### src/rtl/mbus_glue_pkg.sv
package mbus_glue_pkg;

  localparam logic [2:0] ST_ADDR_LO = 3'b010;
  localparam logic [2:0] ST_ACK_LO  = 3'b011;
  localparam logic [2:0] ST_ADDR_HI = 3'b100;
  localparam logic [2:0] ST_DATA    = 3'b001;

  typedef enum logic [1:0] {
    CYC_FETCH = 2'b00,
    CYC_MRD   = 2'b01,
    CYC_IO    = 2'b10,
    CYC_MWR   = 2'b11
  } cyc_e;

  function automatic logic [7:0] restart_op(input logic [2:0] vec);
    return {2'b00, vec, 3'b101};
  endfunction

endpackage

### src/rtl/mbus_addr_latch.sv
module mbus_addr_latch #(
  parameter int ADDR_W = 14,
  parameter int DATA_W = 8
) (
  input  logic              clk,
  input  logic              rst_n,
  input  logic              lo_en,
  input  logic              hi_en,
  input  logic [DATA_W-1:0] bus,
  output logic [ADDR_W-1:0] mar,
  output logic [1:0]        cyc
);
  localparam int HI_W = ADDR_W - DATA_W;

  logic [DATA_W-1:0] lo_q, lo_n;
  logic [HI_W-1:0]   hi_q, hi_n;
  logic [1:0]        cyc_q, cyc_n;

  always_comb begin
    lo_n  = lo_q;
    hi_n  = hi_q;
    cyc_n = cyc_q;
    if (lo_en) lo_n = bus;
    if (hi_en) begin
      hi_n  = bus[HI_W-1:0];
      cyc_n = bus[DATA_W-1 -: 2];
    end
  end

  always_ff @(posedge clk or negedge rst_n) begin
    if (!rst_n) begin
      lo_q  <= '0;
      hi_q  <= '0;
      cyc_q <= '0;
    end else begin
      lo_q  <= lo_n;
      hi_q  <= hi_n;
      cyc_q <= cyc_n;
    end
  end

  assign mar = {hi_q, lo_q};
  assign cyc = cyc_q;
endmodule

### src/rtl/mbus_int_jam.sv
module mbus_int_jam (
  input  logic clk,
  input  logic rst_n,
  input  logic req,
  input  logic ack_seen,
  input  logic jam_done,
  output logic armed
);
  logic pend_q, pend_n;
  logic arm_q, arm_n;

  always_comb begin
    pend_n = pend_q;
    arm_n  = arm_q;
    if (jam_done) begin
      pend_n = 1'b0;
      arm_n  = 1'b0;
    end else begin
      if (req) pend_n = 1'b1;
      if (ack_seen && pend_q) arm_n = 1'b1;
    end
  end

  always_ff @(posedge clk or negedge rst_n) begin
    if (!rst_n) begin
      pend_q <= 1'b0;
      arm_q  <= 1'b0;
    end else begin
      pend_q <= pend_n;
      arm_q  <= arm_n;
    end
  end

  assign armed = arm_q;
endmodule

### src/rtl/mbus_port_dec.sv
module mbus_port_dec #(
  parameter int N_IN  = 8,
  parameter int N_OUT = 24
) (
  input  logic [7:0]       opcode,
  input  logic             io_en,
  output logic             is_in,
  output logic [N_IN-1:0]  in_stb,
  output logic [N_OUT-1:0] out_stb
);
  localparam int PORT_W = $clog2(N_IN + N_OUT);

  logic [PORT_W-1:0] port;
  logic              io_op;
  logic              is_out;

  assign port   = opcode[PORT_W:1];
  assign io_op  = (opcode[7:6] == 2'b01) && opcode[0];
  assign is_in  = io_op && (int'(port) < N_IN);
  assign is_out = io_op && (int'(port) >= N_IN);

  for (genvar i = 0; i < N_IN; i++) begin : g_in
    assign in_stb[i] = io_en && is_in && (int'(port) == i);
  end

  for (genvar j = 0; j < N_OUT; j++) begin : g_out
    assign out_stb[j] = io_en && is_out && (int'(port) == j + N_IN);
  end
endmodule

### src/rtl/mbus_glue.sv
module mbus_glue
  import mbus_glue_pkg::*;
#(
  parameter int ADDR_W = 14,
  parameter int DATA_W = 8,
  parameter int N_IN   = 8,
  parameter int N_OUT  = 24
) (
  input  logic              clk,
  input  logic              rst_n,
  input  logic [DATA_W-1:0] bus_i,
  input  logic [2:0]        st_i,
  input  logic              sync_i,
  input  logic              int_req_i,
  input  logic [2:0]        int_vec_i,
  input  logic [DATA_W-1:0] mem_rdata_i,
  input  logic [DATA_W-1:0] io_rdata_i,
  output logic [ADDR_W-1:0] mar_o,
  output logic [1:0]        cyc_o,
  output logic              mem_rd_o,
  output logic              mem_wr_o,
  output logic [N_IN-1:0]   in_stb_o,
  output logic [N_OUT-1:0]  out_stb_o,
  output logic [DATA_W-1:0] bus_out_o,
  output logic              bus_oe_o
);
  logic [1:0] rst_sync_q;
  logic       rst_int_n;

  always_ff @(posedge clk or negedge rst_n) begin
    if (!rst_n) rst_sync_q <= 2'b00;
    else        rst_sync_q <= {rst_sync_q[0], 1'b1};
  end
  assign rst_int_n = rst_sync_q[1];

  logic lo_en, hi_en, ack_en, data_st;
  assign ack_en  = sync_i && (st_i == ST_ACK_LO);
  assign lo_en   = (sync_i && (st_i == ST_ADDR_LO)) || ack_en;
  assign hi_en   = sync_i && (st_i == ST_ADDR_HI);
  assign data_st = sync_i && (st_i == ST_DATA);

  logic [1:0] cyc;
  mbus_addr_latch #(.ADDR_W(ADDR_W), .DATA_W(DATA_W)) u_addr (
    .clk   (clk),
    .rst_n (rst_int_n),
    .lo_en (lo_en),
    .hi_en (hi_en),
    .bus   (bus_i),
    .mar   (mar_o),
    .cyc   (cyc)
  );
  assign cyc_o = cyc;

  logic fetch_dat, mrd_dat, mwr_dat, io_dat;
  assign fetch_dat = data_st && (cyc == CYC_FETCH);
  assign mrd_dat   = data_st && (cyc == CYC_MRD);
  assign mwr_dat   = data_st && (cyc == CYC_MWR);
  assign io_dat    = data_st && (cyc == CYC_IO);

  logic armed, jam_now;
  assign jam_now = fetch_dat && armed;

  mbus_int_jam u_jam (
    .clk      (clk),
    .rst_n    (rst_int_n),
    .req      (int_req_i),
    .ack_seen (ack_en),
    .jam_done (jam_now),
    .armed    (armed)
  );

  logic [DATA_W-1:0] op_q, op_n;
  logic              is_in;

  mbus_port_dec #(.N_IN(N_IN), .N_OUT(N_OUT)) u_dec (
    .opcode  (op_q),
    .io_en   (io_dat),
    .is_in   (is_in),
    .in_stb  (in_stb_o),
    .out_stb (out_stb_o)
  );

  logic [DATA_W-1:0] drive_n;
  logic              oe_n;

  always_comb begin
    drive_n = '0;
    oe_n    = 1'b0;
    if (jam_now) begin
      drive_n = restart_op(int_vec_i);
      oe_n    = 1'b1;
    end else if (fetch_dat || mrd_dat) begin
      drive_n = mem_rdata_i;
      oe_n    = 1'b1;
    end else if (io_dat && is_in) begin
      drive_n = io_rdata_i;
      oe_n    = 1'b1;
    end
  end

  always_comb begin
    op_n = op_q;
    if (fetch_dat) op_n = drive_n;
  end

  always_ff @(posedge clk or negedge rst_int_n) begin
    if (!rst_int_n) op_q <= '0;
    else            op_q <= op_n;
  end

  assign mem_rd_o  = (fetch_dat && !armed) || mrd_dat;
  assign mem_wr_o  = mwr_dat;
  assign bus_out_o = drive_n;
  assign bus_oe_o  = oe_n;
endmodule

### config.mk
export PLATFORM = sky130hd
export DESIGN_NAME = mbus_glue
export DESIGN_NICKNAME = d
export VERILOG_FILES = /design/src/rtl/mbus_glue_pkg.sv /design/src/rtl/mbus_addr_latch.sv /design/src/rtl/mbus_int_jam.sv /design/src/rtl/mbus_port_dec.sv /design/src/rtl/mbus_glue.sv
export SDC_FILE = /design/constraint.sdc
export NUM_CORES = 1
export LEC_CHECK = 0
export ABC_AREA = 1
export BUFFER_PORTS_ARGS = -buffer_cell sky130_fd_sc_hd__buf_2
export CORE_UTILIZATION = 30
export CTS_CLUSTER_SIZE = 8
export DETAILED_ROUTE_END_ITERATION = 10
export GPL_TIMING_DRIVEN = 1
export PLACE_DENSITY = 0.73
export SETUP_SLACK_MARGIN = 0.15
export SYNTH_ARGS = -nofsm -noshare
export SYNTH_HDL_FRONTEND = slang
export SYNTH_SLANG_ARGS = --single-unit
### constraint.sdc
create_clock -name clk -period 1.4 [get_ports clk]
set_clock_uncertainty 0.2 [all_clocks]
set_input_delay 0.14 -clock clk [delete_from_list [all_inputs] [get_ports clk]]
set_output_delay 0.14 -clock clk [all_outputs]
set_load 0.02 [all_outputs]
Word-level counts from Yosys, hierarchy flattened. Cells that the tools add are included.

Input port bits: 34. Output and inout port bits: 59. Bits in registers: 28.

Reductions and logical operators: 56. Equal/unequal tests: 39. Multiplexer cells: 10. Order comparisons: 2.

Operators with widths (count): == test 5 bit, second input constant (16); logical AND 1 bit (48); == test 5 x 4 -> 1 bit, second input constant (8); 2-to-1 mux 8 bit (3); == test 5 x 3 -> 1 bit, second input constant (4); == test 5 x 2 -> 1 bit, second input constant (2); 2-to-1 mux 1 bit (7); == test 3 x 2 -> 1 bit, second input constant (2); == test 5 x 1 -> 1 bit, second input constant (1); greater-or-equal comparator 5 x 4 -> 1 bit, second input constant (1); zero test 5 bit (1); less-than comparator 5 x 4 -> 1 bit, second input constant (1); == test 2 x 1 -> 1 bit, second input constant (2); == test 2 bit, second input constant (2); nonzero test 2 bit (2); == test 3 x 1 -> 1 bit, second input constant (1); == test 3 bit, second input constant (1); logical OR 1 bit (3); zero test 2 bit (1); zero test 1 bit (1).

Depth between registers and ports, before layout. Gate-level depths: netlist of run 1.

Word-level depth: 7. Gate-level depth with buffers: 9.

Cells and area by module. A second synthesis of run 1 with hierarchy kept.

Cells, all modules: 257. Area, all modules: 1742.9 um^2.

Modules (own cells, without submodules): mbus_glue (cells an instance 102, seq. area each 250.2 um^2, times used 1, area each 688.2 um^2); mbus_addr_latch (cells an instance 68, seq. area each 400.4 um^2, times used 1, area each 610.6 um^2); mbus_port_dec (cells an instance 80, seq. area each 0.0 um^2, times used 1, area each 370.4 um^2); mbus_int_jam (cells an instance 7, seq. area each 50.0 um^2, times used 1, area each 73.8 um^2).

Worst setup path after synthesis of run 1. OpenSTA, ideal clock, no wires.

Kind: reg-to-output. Start: register u_addr.cyc_q[1], in the netlist u_addr.cyc[1]. End: output port out_stb_o[10]. Path slack: -0.391 ns. Cell stages (with the launch flop): 8. Arrival time: 1.451 ns. Path buffers: 1. Cells stage by stage: dfrtp_1 inv_2 nor2_2 nand3_2 inv_1 nand3_4 buf_6 nor2_1.

Longest elaborated chain between the ends: 4.

RTL lines: start: declaration (RTL line mbus_addr_latch.sv:17) `logic [1:0] cyc_q, cyc_n;`; start signal: assignment (RTL line mbus_addr_latch.sv:38) `cyc_q <= cyc_n;`; == test 2 bit (RTL line mbus_glue.sv:58) `assign io_dat = data_st && (cyc == CYC_IO);`; logical AND 1 bit (RTL line mbus_glue.sv:58); logical AND 1 bit (2 in series) (RTL line mbus_port_dec.sv:27) `assign out_stb[j] = io_en && is_out && (int'(port) == j + N_IN);`; end: declaration (RTL line mbus_glue.sv:23) `output logic [N_OUT-1:0] out_stb_o,`.

Every way passes these cells.

Final worst setup path of run 1.
Start: register u_addr.cyc_q[1], in the netlist u_addr.cyc[1]. End: output port out_stb_o[6].

The elaborated chain is that of the path after synthesis.

==> out/results.tsv, run 1 <==
metric	value	unit
Setup WS post-layout	-0.5024	ns
gr ovfl total	0	
Layout Nets	404	
Post-Layout Inst Area	3272	um^2
Slew Limit Fails	0	
H-tree levels	1	
fin crit share	135.9	%
Antenna diodes	0	
synthesized instance count	228	
Psw	0.8803	mW
Core Util, Final	64.06	%
Hold Path Class	register to asynchronous set/reset pin	
Max rail drop VDD	0.7979	mV
initial antenna violation count	0	
1st-iter DRT viols	57	
switching fraction of total power	36.21	%
CP arrival	1.56	ns
P_int	1.551	mW
Hold WS	0.01571	ns
fin crit period	1.902	ns
Max Fclk	0.5256	GHz
max cap viols	0	
post-synth top area share	43.85	%
Post-DP Area	2639	um^2
Core Box Area	5107	um^2
Total Routed Length	5.401	mm
drt pass-1 iters	5	
Synth warnings	0	
RePlAce Congestion	0.8280	
# DRC	0	
Top Ports	93	
Comb power frac	37.2	%
WS Path Type	register to output pin	
Register Area	703.2	um^2
GR Util All Layers	18.35	%
Yosys reg bits	28	
dpl hpwl	3.633	mm
placed cells	417	
die width	74.98	um
die footprint	5622	um^2
syn_nets	262	
CTS Root Cell	clkbuf_8	
vias per cell	4.522	
Reg clk slew, reported paths	0.09	ns
Fillers	415	
Max Root-Sink Buffers	2	
leading post-synthesis cells by cell area	dfrtp_1, nand2_1, nor2_1	
Sinks on Clock Net	28	
Fin. Hold Viols	0	
area added between synthesis and finish	104.8	%
status	finished, violations left	
CP Capture Type	output pin	
largest net degree at the start of global routing	27	
Post-Syn Area	1598	um^2
most common cell after layout, fill and taps aside	nand2_1	
Required @ worst endpoint	1.06	ns
die span in y	74.98	um
share of layout cells above drive strength 1	55.01	%
Reg power frac	42.8	%
Num CTS Buffers	3	
Pwr Density	743.1	nW/um^2
via count	1985	
crit-path max FO	8	
first-pass GRT wire length	7.941	mm
Setup TNS	-20.01	ns
Seq/Total Area, Yosys	43.85	%
Distinct cells, synth	19	
final non-filler cell total	439	
RSZ-0062 raised after global routing	yes	
Leakage Power	1.536	nW
clock latency on the worst-skew pair	0.27	ns
vias in the first global route	1923	
commonest non-fill, non-tap cells in the layout	nand2_1, buf_2, buf_6	
Antenna Nets Post-Route	0	
Reg2Reg Depth	7	
initial core utilization	31.28	%
setup violators final	51	
failing checks	setup timing	
TritonCTS clock tree	built	
synthesized area per cell	7.008	um^2
Setup crit start kind	register	
area leader, netlist	dfrtp_1	
IO buf count	92	
row count	26	
clock network power share	20.0	%
footprint of the multi-input gates	1125	um^2
drt wl/cell	12.30	um
-- Yosys cell counts --
| cell | instances |
|---|---|
| nand2_1 | 67 |
| nor2_1 | 45 |
| dfrtp_1 | 28 |
| inv_1 | 28 |
| o21ai_0 | 19 |
| nand3_1 | 11 |
| a21oi_1 | 8 |
| nand3_2 | 4 |
| inv_2 | 3 |
| nor2_2 | 3 |
| clkbuf_1 | 2 |
| nand3_4 | 2 |
| nor2_4 | 2 |
| buf_6 | 1 |
| clkinv_1 | 1 |
| conb_1 | 1 |
| nand4_1 | 1 |
| nor3_1 | 1 |
| nor3_4 | 1 |
-- state kept, by name, indices dropped and copies added, names as in the netlist --
signal	cells
op_q	8
u_addr.lo_q	8
u_addr.hi_q	6
rst_sync_q	2
u_addr.cyc	2
u_jam.armed	1
u_jam.pend_q	1
-- cell type report --
class | instances | share of cell area, %
sequential | 28 | 21.49
tap | 70 | 2.677
clock buffer | 4 | 1.683
timing repair buffer | 140 | 35.49
inverter | 32 | 4.283
multi-input combinational | 165 | 34.38
-- per-stage QoR --
stage	setup WS (ns)	total power, mW
after floorplan	-0.1981	1.516
after global placement	-0.2396	1.835
after detailed placement	-0.2435	1.852
after CTS	-0.5010	2.424
after global routing	-0.5552	2.563
final	-0.5024	2.431
-- per-layer routing --
layer	part of all wire [%]	vias up	global-route usage, %
met1	37	901	19.59
li1	-	985	-
met3	6.9	14	4.016
met5	0	-	0
met4	2.4	0	5.451
met2	54	85	35.74
-- worst max-delay path, stage by stage (launching register included) --
cell and delay [ns]:
dfrtp_2 0.39, inv_4 0.05, nor2_4 0.11, nand3_4 0.11
inv_4 0.10, nand3_4 0.21, nor2_4 0.17, buf_6 0.14
-- worst paths after layout --
check / from / slack [ns] / to
worst max-delay path: u_addr.cyc[1] / -0.50 / out_stb_o[6]
worst min-delay path: rst_sync_q[1] / 0.02 / op_q[1]
worst max register to register: u_addr.cyc[1] / -0.15 / op_q[0]
worst min register to register: rst_sync_q[1] / 0.02 / op_q[1]
max in group asynchronous: rst_n / 0.35 / rst_sync_q[1]
min in group clk: mem_rdata_i[0] / 0.02 / op_q[0]
-- power groups by stage --
| stage | Sequential (mW) | Clock, mW | Combinational [mW] |
|---|---|---|---|
| 2_1_floorplan | 1.16 | 0 | 0.352 |
| 3_3_place_gp | 1.04 | 0 | 0.791 |
| 3_5_place_dp | 1.04 | 0 | 0.809 |
| 4_1_cts | 1.04 | 0.501 | 0.884 |
| 5_1_grt | 1.06 | 0.524 | 0.980 |
| 6_report | 1.04 | 0.486 | 0.904 |
-- cells by family after synthesis --
group / count (synthesis) / synth area share (%)
simple gates: 137 / 38.76
flops: 28 / 43.85
buf+inv: 35 / 8.692
other cells: 1 / 0.2347
compound gates: 27 / 8.457
-- repair_timing --
item,in CTS,in global routing
pin swaps,8,3
hold buffers,15,0
buffers inserted,2,0
gates resized for setup,104,24
endpoints found under the setup margin,55,55
hold endpoints to repair,23,0
cloned,0,1
Note: power is estimated with default switching activity, not from simulation.
==> inputs of run 2 (changes only) <==
Settings changed: CORE_ASPECT_RATIO set to 0.75.
==> run 2 against run 1 <==
Net effect:
- the run ends with hold timing, setup timing left
- setup slack got worse by 0.039 ns
- non-clock buffer count increased by 10
- cell count up 2.7%
- largest power group unchanged
==> out/results.tsv, run 2 (synthesized netlist as in run 1, its figures left out) <==
metric	value	unit	change
Core Box Area	5010	um^2	-1.9%
GR Util All Layers	19.61	%	+1.3 points
dpl hpwl	3.692	mm	+1.6%
H-tree levels	1		unchanged
vias per cell	4.523		about the same
largest net degree at the start of global routing	27		unchanged
die span in y	65.20	um	-13%
Max Root-Sink Buffers	2		unchanged
most common cell after layout, fill and taps aside	nand2_1		
status	finished, violations left		
CTS Root Cell	clkbuf_8		
Setup crit start	u_addr.cyc[1]		
Leakage Power	1.632	nW	+6.2%
Required @ worst endpoint	1.06	ns	about the same
Fin. Hold Viols	1		+1
clock latency on the worst-skew pair	0.27	ns	about the same
Max Fclk	0.5152	GHz	-2.0%
Total Routed Length	6.049	mm	+12%
Antenna Nets Post-Route	0		unchanged
failing checks	hold timing, setup timing		
Sinks on Clock Net	28		unchanged
Hold Path Class	input pin to register		
crit-path max cell delay	0.40	ns	about the same
row count	22		-15%
commonest non-fill, non-tap cells in the layout	nand2_1, buf_2, buf_6		
total chip power	2.672	mW	+9.9%
fin crit period	1.941	ns	+0.03854 ns
Slew Limit Fails	0		unchanged
crit-path max FO	7		-1
biggest regs	op_q x8, u_addr.lo_q x8, u_addr.hi_q x6		
RSZ-0062 raised after global routing	yes		
first-pass GRT wire length	8.804	mm	+11%
R2R Path End	op_q[3]		
Reg clk slew, reported paths	0.10	ns	about the same
gr ovfl total	0		unchanged
r2r setup slk	-0.50	ns	-0.35 ns
# DRC	0		unchanged
drt wl/cell	13.41	um	+9.0%
placed cells	417		unchanged
1st-iter DRT viols	115		+100%
Pwr Density	770.2	nW/um^2	+3.7%
RR Startpoint	u_addr.cyc[1]		
vias in the first global route	2031		+5.6%
max cap viols	0		unchanged
Layout Nets	414		+2.5%
Hold WS	-0.02302	ns	-0.03873 ns
via count	2040		+2.8%
fin crit share	138.6	%	+2.8 points
share of layout cells above drive strength 1	59.10	%	+4.1 points
RePlAce Congestion	0.7710		-6.9%
final non-filler cell total	451		+2.7%
initial core utilization	31.89	%	+0.61 points
CP dominant cell by count	nor2_4		
die width	86.27	um	+15%
WS Path Type	register to output pin		
IO buf count	92		unchanged
die footprint	5625	um^2	about the same
area added between synthesis and finish	117.1	%	
Setup WS post-layout	-0.5410	ns	-0.03854 ns
Setup TNS	-22.66	ns	-2.647 ns
Num CTS Buffers	3		unchanged
Top Ports	93		unchanged
setup violators final	54		+5.9%
critical-path cell list	inv_4 > nor2_4 > nand3_4 > nor2_4 > buf_12 > buf_8 > nand2_2 > nand3_2 > buf_6		
CP Capture Type	output pin		
drt pass-1 iters	5		unchanged
Antenna diodes	0		unchanged
Crit-path slowest cell	dfrtp_2		
TritonCTS clock tree	built		
hold path startpoint	mem_rdata_i[2]		
Max rail drop VDD	0.9712	mV	+22%
CP arrival	1.60	ns	+0.04 ns
initial antenna violation count	0		unchanged
Reg2Reg Depth	13		+6
end of the critical path	bus_out_o[4]		
Setup crit start kind	register		
[run 2: cell count changes in the layout (fill, tap and decap cells not counted), sizes merged]
cell         before  now
buf             125  136
bufinv            0    1
clkbuf            4    3
dlygate4sd3      15   14
[run 2: layout make-up]
class	count	area (um^2)
clock buffers	3	41.29
clock inverters	1	30.03
fillers	352	1540
inverters	32	145.1
multi-input cells	165	1169
flip-flops and latches	28	703.2
well taps	72	90.09
repair buffers	150	1291
[run 2: critical path, delay by kind of cell (launching register included)]
family	cells	cell delay [ns]
flip-flops	1	0.40
buffers and inverters	4	0.45
AND/OR/NAND/NOR	5	0.47
[run 2: through the flow]
step / worst slack [ns] / instance area [um^2] / util, %
after floorplan: -0.1981 / 1872 / -
after global placement: -0.2319 / 2639 / 52.67
after detailed placement: -0.2645 / 2639 / 52.67
after CTS: -0.5214 / 3262 / 65.11
after global routing: -0.6018 / 3470 / 69.26
final: -0.5410 / 3470 / 69.26
[run 2: what timing repair did]
item	in CTS	in global routing
hold buffers	14	0
setup buffers	9	7
pin swaps	9	9
setup endpoints to repair	55	55
resized for setup	104	42
hold endpoints to repair	22	0
[run 2: worst min path at each step]
stage | end | slack (ns) | cells past startpoint
final | op_q[2] | -0.02 | 5
after global placement | rst_sync_q[0] | -0.27 | 1
after global routing | op_q[2] | 0.02 | 5
after floorplan | rst_sync_q[0] | -0.36 | 0
after CTS | op_q[2] | 0.008 | 5
after detailed placement | rst_sync_q[1] | -0.27 | 1
[run 2: per-layer routing]
| metal | global-route usage, % | share of wire [%] | up-vias |
|---|---|---|---|
| met5 | 0 | 0 | - |
| met4 | 3.958 | 1.9 | 0 |
| met3 | 4.020 | 4.9 | 12 |
| met2 | 38.00 | 55 | 70 |
| met1 | 22.22 | 39 | 948 |
| li1 | - | - | 1010 |
[run 2: report_power, final]
part	internal, mW	switching (mW)	leakage [nW]
clock	0.382	0.247	0.0357
combinational	0.403	0.584	1.25
sequential	0.946	0.109	0.346
total	1.73	0.940	1.63
